`src/rtl/pdt_pkg.sv`:
```
// Package: shared lane indexing and widths for the pair dead-time inserter.
// Assumes exactly one complementary pair (high side and low side).
package pdt_pkg;
    localparam int unsigned LANES   = 2;
    localparam int unsigned LANE_HI = 0;
    localparam int unsigned LANE_LO = 1;
    typedef logic [LANES-1:0] lane_vec_t;
endpackage

```
`src/rtl/pdt_boundary.sv`:
```
// Boundary detector: keeps the wanted levels of the previous cycle, decides
// whether the current sync pulse is a boundary for the active update mode,
// and flags which lanes change state at that boundary.
// Assumes sync is a single-cycle pulse synchronous to clk.
module pdt_boundary
    import pdt_pkg::*;
(
    input  logic      clk,
    input  logic      rst_n,
    input  logic      sync_i,
    input  logic      half_i,
    input  logic      dbl_i,
    input  lane_vec_t want_i,
    output logic      started_o,
    output logic      started_nxt_o,
    output logic      bnd_o,
    output lane_vec_t toggle_o
);
    lane_vec_t prev_q;
    logic      started_q;

    // Remember last cycle's wanted levels; OFF after reset.
    always_ff @(posedge clk) begin
        if (!rst_n) prev_q <= '1;
        else        prev_q <= want_i;
    end

    // Note that the first sync pulse has arrived.
    always_ff @(posedge clk) begin
        if (!rst_n)      started_q <= 1'b0;
        else if (sync_i) started_q <= 1'b1;
    end

    // Qualify the boundary and flag per-lane changes across it.
    always_comb begin
        bnd_o    = sync_i && (dbl_i || !half_i);
        toggle_o = bnd_o ? (want_i ^ prev_q) : '0;
    end

    assign started_o     = started_q;
    assign started_nxt_o = started_q | sync_i;

    AST_START_STICKY: assert property (@(posedge clk) disable iff (!rst_n)
        started_q |=> started_q);
endmodule

```
`src/rtl/pdt_hold_timer.sv`:
```
// Hold timer: on a boundary where every lane toggles and the dead time is
// nonzero, forces the lanes turning ON to stay OFF for 2*dead clock edges,
// the boundary edge included. Any other boundary ends a running hold.
// Assumes dead_i is stable while a hold is loaded (sampled at the boundary).
module pdt_hold_timer
    import pdt_pkg::*;
#(
    parameter int unsigned DT_W = 10
)(
    input  logic            clk,
    input  logic            rst_n,
    input  logic            bnd_i,
    input  lane_vec_t       toggle_i,
    input  lane_vec_t       want_i,
    input  logic [DT_W-1:0] dead_i,
    output lane_vec_t       force_o
);
    localparam int unsigned CNT_W = DT_W + 1;

    logic [CNT_W-1:0] span;
    logic             load;
    logic             active_q;
    logic [CNT_W-1:0] cnt_q;
    lane_vec_t        sel_q;

    // Doubled dead time and the decision to start a hold.
    always_comb begin
        span = {dead_i, 1'b0};
        load = bnd_i && (&toggle_i) && (span != '0);
    end

    // Count the remaining held edges after the boundary edge.
    always_ff @(posedge clk) begin
        if (!rst_n) begin
            active_q <= 1'b0;
            cnt_q    <= '0;
            sel_q    <= '0;
        end else if (bnd_i) begin
            active_q <= load;
            cnt_q    <= span - CNT_W'(1);
            sel_q    <= ~want_i;
        end else if (active_q) begin
            if (cnt_q == '0) active_q <= 1'b0;
            else             cnt_q    <= cnt_q - CNT_W'(1);
        end
    end

    // Lanes forced OFF on the current edge.
    always_comb begin
        if (load)                          force_o = ~want_i;
        else if (active_q && cnt_q != '0 && !bnd_i) force_o = sel_q;
        else                               force_o = '0;
    end

    AST_HOLD_COUNTS_DOWN: assert property (@(posedge clk) disable iff (!rst_n)
        (active_q && cnt_q != '0 && !bnd_i) |=> (cnt_q == $past(cnt_q) - CNT_W'(1)));
    AST_NO_HOLD_ZERO: assert property (@(posedge clk) disable iff (!rst_n)
        (bnd_i && dead_i == '0) |=> !active_q);
    AST_BND_ENDS_OLD_HOLD: assert property (@(posedge clk) disable iff (!rst_n)
        (bnd_i && !(&toggle_i)) |=> !active_q);
endmodule

```
`src/rtl/pdt_out_stage.sv`:
```
// Output stage: one register per lane; drives OFF before the first sync or
// while the hold timer forces the lane, otherwise the wanted level.
// Assumes active-low outputs (1 = OFF).
module pdt_out_stage
    import pdt_pkg::*;
(
    input  logic      clk,
    input  logic      rst_n,
    input  logic      started_nxt_i,
    input  lane_vec_t force_i,
    input  lane_vec_t want_i,
    output lane_vec_t out_o
);
    for (genvar g = 0; g < LANES; g++) begin : g_lane
        // Register this lane's gated output.
        always_ff @(posedge clk) begin
            if (!rst_n)                           out_o[g] <= 1'b1;
            else if (!started_nxt_i || force_i[g]) out_o[g] <= 1'b1;
            else                                  out_o[g] <= want_i[g];
        end
    end
endmodule

```
`src/rtl/pwm_pair_dt_gate.sv`:
```
// Top: boundary dead-time inserter for one complementary PWM pair.
// Assumes the wanted levels come from a center-aligned comparator and that
// sync marks each half-period boundary with half_sel naming the new half.
module pwm_pair_dt_gate
    import pdt_pkg::*;
#(
    parameter int unsigned DT_W = 10
)(
    input  logic            clk,
    input  logic            rst_n,
    input  logic            sync,
    input  logic            half_sel,
    input  logic            dbl_upd,
    input  logic [DT_W-1:0] dead_time,
    input  logic            want_hi_n,
    input  logic            want_lo_n,
    output logic            out_hi_n,
    output logic            out_lo_n
);
    lane_vec_t want;
    lane_vec_t toggle;
    lane_vec_t force_off;
    lane_vec_t out;
    logic      started;
    logic      started_nxt;
    logic      bnd;

    assign want[LANE_HI] = want_hi_n;
    assign want[LANE_LO] = want_lo_n;

    pdt_boundary u_bnd (
        .clk           (clk),
        .rst_n         (rst_n),
        .sync_i        (sync),
        .half_i        (half_sel),
        .dbl_i         (dbl_upd),
        .want_i        (want),
        .started_o     (started),
        .started_nxt_o (started_nxt),
        .bnd_o         (bnd),
        .toggle_o      (toggle)
    );

    pdt_hold_timer #(.DT_W(DT_W)) u_timer (
        .clk      (clk),
        .rst_n    (rst_n),
        .bnd_i    (bnd),
        .toggle_i (toggle),
        .want_i   (want),
        .dead_i   (dead_time),
        .force_o  (force_off)
    );

    pdt_out_stage u_out (
        .clk           (clk),
        .rst_n         (rst_n),
        .started_nxt_i (started_nxt),
        .force_i       (force_off),
        .want_i        (want),
        .out_o         (out)
    );

    assign out_hi_n = out[LANE_HI];
    assign out_lo_n = out[LANE_LO];

    AST_IDLE_UNTIL_SYNC: assert property (@(posedge clk) disable iff (!rst_n)
        (!started && !sync) |=> (out_hi_n && out_lo_n));
    AST_ON_DEFERRED: assert property (@(posedge clk) disable iff (!rst_n)
        (bnd && (&toggle) && dead_time != '0 && !want_hi_n) |=> out_hi_n);
    AST_NO_SHARED_ON: assert property (@(posedge clk) disable iff (!rst_n)
        (bnd && (&toggle) && dead_time != '0) |=> (out_hi_n || out_lo_n));
endmodule

```
`config.mk`:
```
export PLATFORM = sky130hd
export DESIGN_NAME = pwm_pair_dt_gate
export DESIGN_NICKNAME = d
export VERILOG_FILES = /design/src/rtl/pdt_pkg.sv /design/src/rtl/pdt_boundary.sv /design/src/rtl/pdt_hold_timer.sv /design/src/rtl/pdt_out_stage.sv /design/src/rtl/pwm_pair_dt_gate.sv
export SDC_FILE = /design/constraint.sdc
export NUM_CORES = 1
export LEC_CHECK = 0
export ABC_AREA = 1
export BUFFER_PORTS_ARGS = -buffer_cell sky130_fd_sc_hd__buf_2
export CAP_MARGIN = 15
export CORE_MARGIN = 4
export CORE_UTILIZATION = 50
export CTS_CLUSTER_DIAMETER = 50
export DETAILED_ROUTE_END_ITERATION = 10
export GPL_ROUTABILITY_DRIVEN = 0
export GPL_TIMING_DRIVEN = 0
export PLACE_DENSITY = 0.71
export SLEW_MARGIN = 30
export SYNTH_ARGS = -nofsm -noshare
export SYNTH_HDL_FRONTEND = slang
export SYNTH_SLANG_ARGS = --single-unit
```
`constraint.sdc`:
```
create_clock -name clk -period 2.1 [get_ports clk]
set_clock_uncertainty 0.2 [all_clocks]
set_input_delay 0.525 -clock clk [delete_from_list [all_inputs] [get_ports clk]]
set_output_delay 0.525 -clock clk [all_outputs]
set_load 0.02 [all_outputs]
```
==> results of run 1 <==
[placed cells by master (no fill, tap or decap), types with 2 or more instances in the layout]
master    Yosys  routed
nand2_1      61      61
nor2_1       31      31
inv_1        22      22
buf_2         1      19
dfxtp_1      19      19
nand3_1      15      15
a21oi_1      11      11
o21ai_0       6       6
o21ai_1       5       5
xor2_1        4       4
ha_1          4       4
nor2_2        3       3
xnor2_1       3       3
clkbuf_4      0       3
nand2_2       2       2
nand4_1       2       2
or2_2         2       2
o22ai_1       2       2
inv_2         2       2
clkinv_2      1       2
[metrics by stage]
stage	instance area, sq um	setup WS, ps
final	1410	266
after global routing	1410	90.7
after CTS	1410	268
after detailed placement	1390	134
after global placement	1390	167
after floorplan	1260	386
[sequential cells by signal, summed over array words and instances, names as in the netlist]
name,cells
u_out.out_o,2
u_timer.cnt_q,11
u_bnd.started_o,1
u_bnd.prev_q,2
u_timer.active_q,1
u_timer.sel_q,2
[critical path, stage by stage (launching register included)]
cell	delay, ps
dfxtp_1	310
inv_1	170
ha_1	210
inv_1	40
nor2_1	90
nand3_1	90
o21ai_2	200
nand2_2	90
clkinv_2	150
a21oi_1	90
nand2_1	70
inv_1	40
[cell families (layout without fill, tap and decap cells)]
kind of cell | count (synthesis) | after routing | synth area share (%)
AO/OA/AOI/OAI | 25 | 25 | 10.4
XOR/XNOR | 7 | 7 | 4.86
adder cells (fa/ha/maj) | 4 | 4 | 3.97
buffers and inverters | 28 | 50 | 9.13
flip-flops | 19 | 19 | 30.2
AND/OR/NAND/NOR | 121 | 121 | 41.5
[per-layer routing]
metal	wire (um)	up-vias
met2	1430	27
met1	1430	587
li1	-	684
met3	143	4
met5	0	-
met4	26	0
[final timing paths]
check                                                   start                       endpoint  slack (ps)  cells after the start
worst min-delay path                                want_hi_n      u_out.out_o[0]$_SDFF_PP1_         250                      3
worst min register to register  u_timer.cnt_q[1]$_SDFFE_PN0P_  u_timer.cnt_q[1]$_SDFFE_PN0P_         270                      2
worst max register to register  u_timer.cnt_q[0]$_SDFFE_PN0P_  u_timer.cnt_q[8]$_SDFFE_PN0P_         270                     11
worst max-delay path            u_timer.cnt_q[0]$_SDFFE_PN0P_  u_timer.cnt_q[8]$_SDFFE_PN0P_         270                     11
[area by class of cell]
type | instances | area (sq um)
clock inverter | 1 | 5.00
inverter | 25 | 95.1
timing repair buffer | 18 | 90.1
fill | 229 | 883
clock buffer | 3 | 22.5
buffer | 3 | 20.0
tap | 28 | 35.0
multi-input combinational | 157 | 766
sequential | 19 | 380
[power by group through the flow]
| stage | Clock [uW] | Sequential [uW] | Combinational [uW] |
|---|---|---|---|
| after floorplan | 0 | 423 | 227 |
| after global routing | 211 | 423 | 354 |
| after detailed placement | 0 | 426 | 301 |
| after global placement | 0 | 425 | 295 |
| after CTS | 195 | 418 | 308 |
| final | 195 | 418 | 310 |
==> summary.md, run 1 <==
| Metric | Value |
|---|---|
| Core Area | `0.00230 sq mm` |
| Total grt overflow | `0` |
| Cell variety after synth | `27` |
| Die Ht | `58.2 um` |
| Met2 usage | `32.3%` |
| Wire length of the first global-routing pass | `5070 um` |
| Via count | `1302` |
| Fin cells | `254` |
| Setup TNS | `0 ps` |
| Gr busiest metal | `met2` |
| Final core occ | `61.5%` |
| Peak Freq | `545 MHz` |
| Initial core utilization | `54.9%` |
| CP Class | `register to register` |
| Wirelength per Cell | `11.9 um` |
| Leak | `0.000715 uW` |
| Share of flip-flops with an asynchronous set or reset | `0%` |
| Final hold slack | `254 ps` |
| Clock Root Buffer | `clkbuf_4` |
| Total Wirelength | `3030 um` |
| Largest net degree at the start of global routing | `12` |
| ANT cells | `0` |
| Critical Path Source Type | `register` |
| Vias per cell | `5.13` |
| Initial antenna violation count | `0` |
| Grt met3 use | `3.79%` |
| Placed Cells | `250` |
| Post-CTS setup buffer count | `0` |
| Post-DRT Antenna Nets | `0` |
| Synth top area share | `30.2%` |
| CTS resizes | `0` |
| Crit path max fanout | `10` |
| Gr usage total | `19.3%` |
| CP arrival | `1850 ps` |
| Post-synth top cells | `nand2_1 (61), nor2_1 (31), inv_1 (22)` |
| Psw | `345 uW` |
| Synthesis-stage register bit count | `19` |
| M1 GR Usage | `25.4%` |
| Clock Path Buffers | `2` |
| I/O pins | `19` |
| CTS tree | `yes` |
| Slew margin rel. | `66.0%` |
| Most common flop cell mapped by yosys | `dfxtp_1` |
| Total chip power | `923 uW` |
| Count leader, synth | `nand2_1` |
| Crit path time final | `1830 ps` |
| # setup viols final | `0` |
| Rows | `17` |
| CTS buffer count | `3` |
| Fraction of layout cells with a size suffix above 1 | `16.8%` |
| Drt initial violations | `60` |
| Syn. warnings | `0` |
| Nets@finish | `248` |
| Final hold violation count | `0` |
| Worst Setup End Kind | `register` |
| Area Growth Syn to Fin | `12.1%` |
| Maxcap violations | `0` |
| Actual slew at the worst max-slew pin | `510 ps` |
| Vias in the first global route | `1163` |
| Power per cell area | `653 mW/mm^2` |
| Mapped Cells | `204` |
| TritonRoute pass-1 iters | `4` |
| Status | `finished, final reports clean` |
| Placed wire-length estimate | `2300 um` |
| Fin. max-slew vios | `0` |
| Required time of the worst setup path | `2120 ps` |
| Share of the yosys chip area belonging to registers | `30.2%` |
| Hold crit path type | `input pin to register` |
| Combinational share of power | `33.6%` |
| Die extent in x | `58.2 um` |
| Mean post-synth cell area | `6.18 sq um` |
| Area contributors post-synth | `dfxtp_1 (30%), nand2_1 (18%), nor2_1 (9.2%)` |
| Sequential Power Share | `45.3%` |
| RSZ-0062 raised after global routing | `false` |
| Clock Power Share | `21.1%` |
| Residual DRC | `0` |
| I/O Buffers | `18` |
| CTS clk-pin slew, worst paths | `120 ps` |
| VDD IR max | `0.494 mV` |
| Post-synth EDFFs | `0` |
| Syn_nets | `225` |
| Die area | `0.00339 sq mm` |
| Cell Area, Synth | `0.00126 sq mm` |
| Htree depth | `1` |
| Clock Sink Count | `19` |
| Hold_buf cts | `0` |
| Final critical-path share of the clock period | `87.3%` |
| Sw frac | `37.4%` |
| Internal power | `578 uW` |
| Synth area leader | `dfxtp_1` |
| Worst-Skew Late Latency | `310 ps` |
(Power assumes the default switching activity.)
==> run 2, diff against run 1 <==
- CORE_UTILIZATION: 50 -> 40
- GPL_TIMING_DRIVEN: 0 -> not set
- PLACE_DENSITY: 0.71 -> not set
==> run 2 against run 1 <==
- cell count grew 6.7%
- sequential power is essentially flat
- first-iteration DRC count shrank 18%
- register-to-register slack is essentially flat
- highest routed layer unchanged
- combinational power is essentially flat
- die area grew 21%
- hold slack lost 3.2 ps
- critical path depth shrank 1
==> summary.md, run 2 (synthesized netlist as in run 1, its figures left out) <==
| Metric | Value |
|---|---|
| Cells on Worst Hold Path | `3 (unchanged)` |
| CTS buffer count | `3 (unchanged)` |
| Die extent in x | `64.2 um (was 58.2 um)` |
| Final hold slack | `251 ps (was 254 ps)` |
| CTS tree | `yes (unchanged)` |
| Placed Cells | `267 (was 250)` |
| Slew margin rel. | `70.8% (was 66.0%)` |
| Initial antenna violation count | `0 (unchanged)` |
| Post-Layout Inst Area | `0.00144 sq mm (was 0.00141 sq mm)` |
| Power per cell area | `634 mW/mm^2 (was 653 mW/mm^2)` |
| Crit path time final | `1830 ps (about the same)` |
| Worst-Skew Late Latency | `310 ps (about the same)` |
| Total grt overflow | `0 (unchanged)` |
| Nets@finish | `249 (was 248)` |
| Clock Path Buffers | `2 (unchanged)` |
| Vias in the first global route | `1161 (was 1163)` |
| Fin cells | `271 (was 254)` |
| Max FFs per register | `11 (unchanged)` |
| Actual slew at the worst max-slew pin | `438 ps (was 510 ps)` |
| Maxcap violations | `0 (unchanged)` |
| Die Ht | `64.2 um (was 58.2 um)` |
| R2r setup slk | `270 ps (about the same)` |
| Capturing point of the worst reg2reg path | `u_timer.cnt_q[10]$_SDFFE_PN0P_ (was u_timer.cnt_q[8]$_SDFFE_PN0P_)` |
| RSZ-0062 raised after global routing | `false (unchanged)` |
| Worst Setup End Kind | `register (unchanged)` |
| Vias per cell | `4.66 (was 5.13)` |
| Fraction of layout cells with a size suffix above 1 | `17.6% (was 16.8%)` |
| Reg2reg path depth | `10 (was 11)` |
| Most frequent cells in the layout | `nand2_1 (61), nor2_1 (31), inv_1 (22), dfxtp_1 (19), buf_2 (18) (was nand2_1 (61), nor2_1 (31), inv_1 (22), buf_2 (19), dfxtp_1 (19))` |
| Hold crit path type | `input pin to register (unchanged)` |
| # setup viols final | `0 (unchanged)` |
| Fin. max-slew vios | `0 (unchanged)` |
| Rows | `20 (was 17)` |
| Clock Sink Count | `19 (unchanged)` |
| Hold_buf cts | `0 (unchanged)` |
| Cell Area, Placed | `0.00142 sq mm (was 0.00139 sq mm)` |
| Core Area | `0.00303 sq mm (was 0.00230 sq mm)` |
| Worst Hold Launch | `want_lo_n (was want_hi_n)` |
| Most common library cell in the layout ignoring fill and taps | `nand2_1 (unchanged)` |
| CP Class | `register to register (unchanged)` |
| TritonRoute pass-1 iters | `4 (unchanged)` |
| Total Wirelength | `2960 um (was 3030 um)` |
| Via count | `1264 (was 1302)` |
| Final critical-path share of the clock period | `87.3% (about the same)` |
| Setup TNS | `0 ps (unchanged)` |
| Post-DRT Antenna Nets | `0 (unchanged)` |
| CP arrival | `1820 ps (was 1850 ps)` |
| Required time of the worst setup path | `2090 ps (was 2120 ps)` |
| Critical Path Source Type | `register (unchanged)` |
| Placed wire-length estimate | `2370 um (was 2300 um)` |
| I/O pins | `19 (unchanged)` |
| ANT cells | `0 (unchanged)` |
| Total chip power | `916 uW (was 923 uW)` |
| Post-CTS setup buffer count | `0 (unchanged)` |
| Crit path max fanout | `7 (was 10)` |
| Wire length of the first global-routing pass | `5080 um (was 5070 um)` |
| Largest net degree at the start of global routing | `15 (was 12)` |
| Top reg by flops | `u_timer.cnt_q (unchanged)` |
| Status | `finished, final reports clean (unchanged)` |
| Die area | `0.00412 sq mm (was 0.00339 sq mm)` |
| Gr usage total | `15.7% (was 19.3%)` |
| Hold worst-path end | `u_out.out_o[1]$_SDFF_PP1_ (was u_out.out_o[0]$_SDFF_PP1_)` |
| Peak Freq | `545 MHz (about the same)` |
| Leak | `0.000723 uW (was 0.000715 uW)` |
| Clock Root Buffer | `clkbuf_4 (unchanged)` |
| Initial core utilization | `41.7% (was 54.9%)` |
| Residual DRC | `0 (unchanged)` |
| VDD IR max | `0.356 mV (was 0.494 mV)` |
| Htree depth | `1 (unchanged)` |
| Drt initial violations | `49 (was 60)` |
| CTS clk-pin slew, worst paths | `110 ps (was 120 ps)` |
| Wirelength per Cell | `10.9 um (was 11.9 um)` |
| I/O Buffers | `18 (unchanged)` |
| FF-to-FF Start | `u_timer.cnt_q[1]$_SDFFE_PN0P_ (was u_timer.cnt_q[0]$_SDFFE_PN0P_)` |
| Area Growth Syn to Fin | `14.5% (was 12.1%)` |
| CTS resizes | `0 (unchanged)` |
| Final hold violation count | `0 (unchanged)` |
## run 2: layout make-up
type	count	area [sq um]
Clock buffer	3	22.5
Clock inverter	1	5.00
Fill cell	348	1580
Inverter	25	95.1
Multi-Input combinational cell	157	766
Sequential cell	19	380
Tap cell	44	55.1
Timing Repair Buffer	22	120
## run 2: critical path, stage by stage, from the launching register on
cell and delay, ps:
dfxtp_1 330, inv_1 110, ha_1 190, inv_1 40
nor2_1 70, nand3_1 80, o21ai_2 210, nand2_2 160
buf_4 200, nand3_1 80, a21oi_1 60
## run 2: power breakdown
| part | leakage, uW | internal [uW] | switching (uW) |
|---|---|---|---|
| clock network | 0.0000177 | 71.2 | 120 |
| logic | 0.000549 | 119 | 188 |
| registers | 0.000157 | 391 | 26.1 |
## run 2: per-layer routing
metal	part of all wire (%)	GRT usage, %
met5	0	0
met2	45	25.4
met3	5.4	3.87
met1	49	20.9
met4	1.1	3.96
## run 2: worst max-delay path by stage
stage,start,cells after the start,end
floorplan,dead_time[0],8,u_timer.cnt_q[5]$_SDFFE_PN0P_
global placement,dead_time[0],9,u_timer.cnt_q[5]$_SDFFE_PN0P_
detailed placement,dead_time[0],9,u_timer.cnt_q[5]$_SDFFE_PN0P_
CTS,u_timer.cnt_q[1]$_SDFFE_PN0P_,10,u_timer.cnt_q[10]$_SDFFE_PN0P_
global route,u_timer.cnt_q[1]$_SDFFE_PN0P_,10,u_timer.cnt_q[3]$_SDFFE_PN0P_
finish,u_timer.cnt_q[1]$_SDFFE_PN0P_,10,u_timer.cnt_q[10]$_SDFFE_PN0P_
## run 2: metrics by stage
stage	util (%)	setup slack [ps]
3_5_place_dp	46.8	117
3_3_place_gp	46.8	150
6_report	47.7	266
4_1_cts	47.7	256
5_1_grt	47.7	80.2
2_1_floorplan	-	386
==> run 3, diff against run 2 <==
- RECOVER_POWER: not set -> 100
==> run 3 against run 2 <==
- non-clock buffer count unchanged
- count of clock-buffer cells in the layout stayed put
- global-route usage is the same
- hold slack gained 1.8 ps
- via count decreased by 0.40%
- sequential power hardly changed
- register-to-register slack is essentially flat
- die area unchanged
- clock power about the same
- largest power group unchanged
- sequential share of layout area rose by 0.25 points
- sequential cell count is the same
- power decreased by 0.51%
==> summary.md, run 3 (synthesized netlist as in run 1, its figures left out) <==
| Metric | Value |
|---|---|
| Die area | `0.00412 sq mm (unchanged)` |
| Peak Freq | `545 MHz (about the same)` |
| Worst Setup End Kind | `register (unchanged)` |
| Vias in the first global route | `1161 (unchanged)` |
| VDD IR max | `0.356 mV (about the same)` |
| Total grt overflow | `0 (unchanged)` |
| Largest net degree at the start of global routing | `15 (unchanged)` |
| Nets@finish | `249 (unchanged)` |
| Placed Cells | `267 (unchanged)` |
| Total chip power | `911 uW (was 916 uW)` |
| CTS tree | `yes (unchanged)` |
| Total Wirelength | `2960 um (about the same)` |
| Status | `finished, final reports clean (unchanged)` |
| Fin. max-slew vios | `0 (unchanged)` |
| CTS resizes | `0 (unchanged)` |
| CP peak stage delay | `330 ps (about the same)` |
| Hold worst-path end | `u_out.out_o[1]$_SDFF_PP1_ (unchanged)` |
| Hold_buf cts | `0 (unchanged)` |
| Via count | `1259 (was 1264)` |
| Most common library cell in the layout ignoring fill and taps | `nand2_1 (unchanged)` |
| Top reg by flops | `u_timer.cnt_q (unchanged)` |
| Hold crit path type | `input pin to register (unchanged)` |
| Clock Path Buffers | `2 (unchanged)` |
| ANT cells | `0 (unchanged)` |
| Vias per cell | `4.65 (was 4.66)` |
| Maxcap violations | `0 (unchanged)` |
| Reg2reg path depth | `10 (unchanged)` |
| Die Ht | `64.2 um (unchanged)` |
| CP arrival | `1820 ps (about the same)` |
| Clock Root Buffer | `clkbuf_4 (unchanged)` |
| Gr usage total | `15.7% (unchanged)` |
| Crit path time final | `1830 ps (about the same)` |
| # setup viols final | `0 (unchanged)` |
| Crit-path cells | `inv_1 -> ha_1 -> inv_1 -> nor2_1 -> nand3_1 -> o21ai_2 -> nand2_2 -> clkbuf_2 -> nand3_1 -> a21oi_1 (was inv_1 -> ha_1 -> inv_1 -> nor2_1 -> nand3_1 -> o21ai_2 -> nand2_2 -> buf_4 -> nand3_1 -> a21oi_1)` |
| Cells on Worst Hold Path | `3 (unchanged)` |
| CTS buffer count | `3 (unchanged)` |
| Filler cell count | `351 (was 348)` |
| Core Area | `0.00303 sq mm (unchanged)` |
| Worst-Skew Late Latency | `300 ps (was 310 ps)` |
| RSZ-0062 raised after global routing | `false (unchanged)` |
| Required time of the worst setup path | `2080 ps (was 2090 ps)` |
| Post-DRT Antenna Nets | `0 (unchanged)` |
| Post-CTS setup buffer count | `0 (unchanged)` |
| Max FFs per register | `11 (unchanged)` |
| Worst Hold Launch | `want_lo_n (unchanged)` |
| R2r setup slk | `270 ps (about the same)` |
| Fin cells | `271 (unchanged)` |
| Critical Path Source Type | `register (unchanged)` |
| FF-to-FF Start | `u_timer.cnt_q[1]$_SDFFE_PN0P_ (unchanged)` |
| Clock Sink Count | `19 (unchanged)` |
| Fraction of layout cells with a size suffix above 1 | `15.9% (was 17.6%)` |
| Rows | `20 (unchanged)` |
| Die extent in x | `64.2 um (unchanged)` |
| Leak | `0.000715 uW (was 0.000723 uW)` |
| Residual DRC | `0 (unchanged)` |
| Power per cell area | `637 mW/mm^2 (was 634 mW/mm^2)` |
| I/O pins | `19 (unchanged)` |
| Final hold violation count | `0 (unchanged)` |
| Area Growth Syn to Fin | `13.4% (was 14.5%)` |
| Crit path max fanout | `7 (unchanged)` |
| CP Class | `register to register (unchanged)` |
| Wirelength per Cell | `10.9 um (about the same)` |
| Htree depth | `1 (unchanged)` |
| Final critical-path share of the clock period | `87.3% (about the same)` |
| Actual slew at the worst max-slew pin | `433 ps (was 438 ps)` |
| Initial antenna violation count | `0 (unchanged)` |
| TritonRoute pass-1 iters | `4 (unchanged)` |
| FF/Latch Area | `380 sq um (unchanged)` |
| Initial core utilization | `41.7% (unchanged)` |
| Wire length of the first global-routing pass | `5080 um (unchanged)` |
| Setup TNS | `0 ps (unchanged)` |
| Drt initial violations | `53 (was 49)` |
| CP max stage cell | `dfxtp_1 (unchanged)` |
| CTS clk-pin slew, worst paths | `110 ps (about the same)` |
| Area of the multi-input gates | `761 sq um (was 766 sq um)` |
| I/O Buffers | `18 (unchanged)` |
| Placed wire-length estimate | `2370 um (unchanged)` |
| Most frequent cells in the layout | `nand2_1 (61), nor2_1 (31), inv_1 (22), dfxtp_1 (19) (was nand2_1 (61), nor2_1 (31), inv_1 (22), dfxtp_1 (19), buf_2 (18))` |
| Slew margin rel. | `71.1% (was 70.8%)` |
| Capturing point of the worst reg2reg path | `u_timer.cnt_q[10]$_SDFFE_PN0P_ (unchanged)` |
==> run 3: changes by cell type in the layout (fill, tap and decap cells not counted) <==
cell,previous run,this run
buf_2,18,15
buf_4,4,2
clkbuf_1,0,3
clkbuf_2,0,2
nor3_1,1,2
nor3_2,1,0
o21ai_0,6,7
o21ai_1,5,4
==> run 3: critical path: cells and delay by family, from the launching register on <==
| kind | cells | cell delay, ps |
|---|---|---|
| and+or+nand+nor | 4 | 390 |
| buffers and inverters | 3 | 340 |
| DFF | 1 | 330 |
| AOI/OAI and AO/OA | 2 | 260 |
| adders and majority gates | 1 | 190 |
==> run 3: through the flow <==
step / util [%] / hold slack (ps) / setup slack (ps) / cell area (sq um)
final: 47.2 / 253 / 267 / 1430
after global routing: 47.2 / 257 / 89.1 / 1430
after CTS: 47.7 / 249 / 256 / 1440
after detailed placement: 46.8 / 264 / 117 / 1420
after global placement: 46.8 / 255 / 150 / 1420
after floorplan: - / 241 / 386 / 1260
==> run 3: how the worst max path moves through the flow <==
stage | startpoint | end | slack (ps) | cells after the start
global route | u_timer.cnt_q[1]$_SDFFE_PN0P_ | u_timer.cnt_q[3]$_SDFFE_PN0P_ | 90 | 10
global placement | dead_time[0] | u_timer.cnt_q[5]$_SDFFE_PN0P_ | 150 | 9
floorplan | dead_time[0] | u_timer.cnt_q[5]$_SDFFE_PN0P_ | 390 | 8
detailed placement | dead_time[0] | u_timer.cnt_q[5]$_SDFFE_PN0P_ | 120 | 9
CTS | u_timer.cnt_q[1]$_SDFFE_PN0P_ | u_timer.cnt_q[10]$_SDFFE_PN0P_ | 260 | 10
finish | u_timer.cnt_q[1]$_SDFFE_PN0P_ | u_timer.cnt_q[10]$_SDFFE_PN0P_ | 270 | 10
==> run 3: cell type report <==
class,instances,area share [%]
multi-input cells,157,53.2
inverters,25,6.65
repair buffers,22,7.79
clock inverters,1,0.350
flip-flops and latches,19,26.6
well taps,44,3.85
clock buffers,3,1.57
==> run 3: routing by layer <==
metal | routed length [um] | share of wire [%] | GRT usage [%] | vias to the layer above
met2 | 1300 | 44 | 25.4 | 25
met5 | 0 | 0 | 0 | -
li1 | - | - | - | 688
met4 | 32 | 1.1 | 3.96 | 0
met3 | 146 | 4.9 | 3.87 | 5
met1 | 1480 | 50 | 20.9 | 541
==> run 3: power by group <==
part	leakage (uW)	total, uW	internal, uW	switching, uW
Sequential	0.000157	417	391	26.0
Clock	0.0000177	191	71.1	120
Combinational	0.000540	303	116	188
Total	0.000715	911	578	333
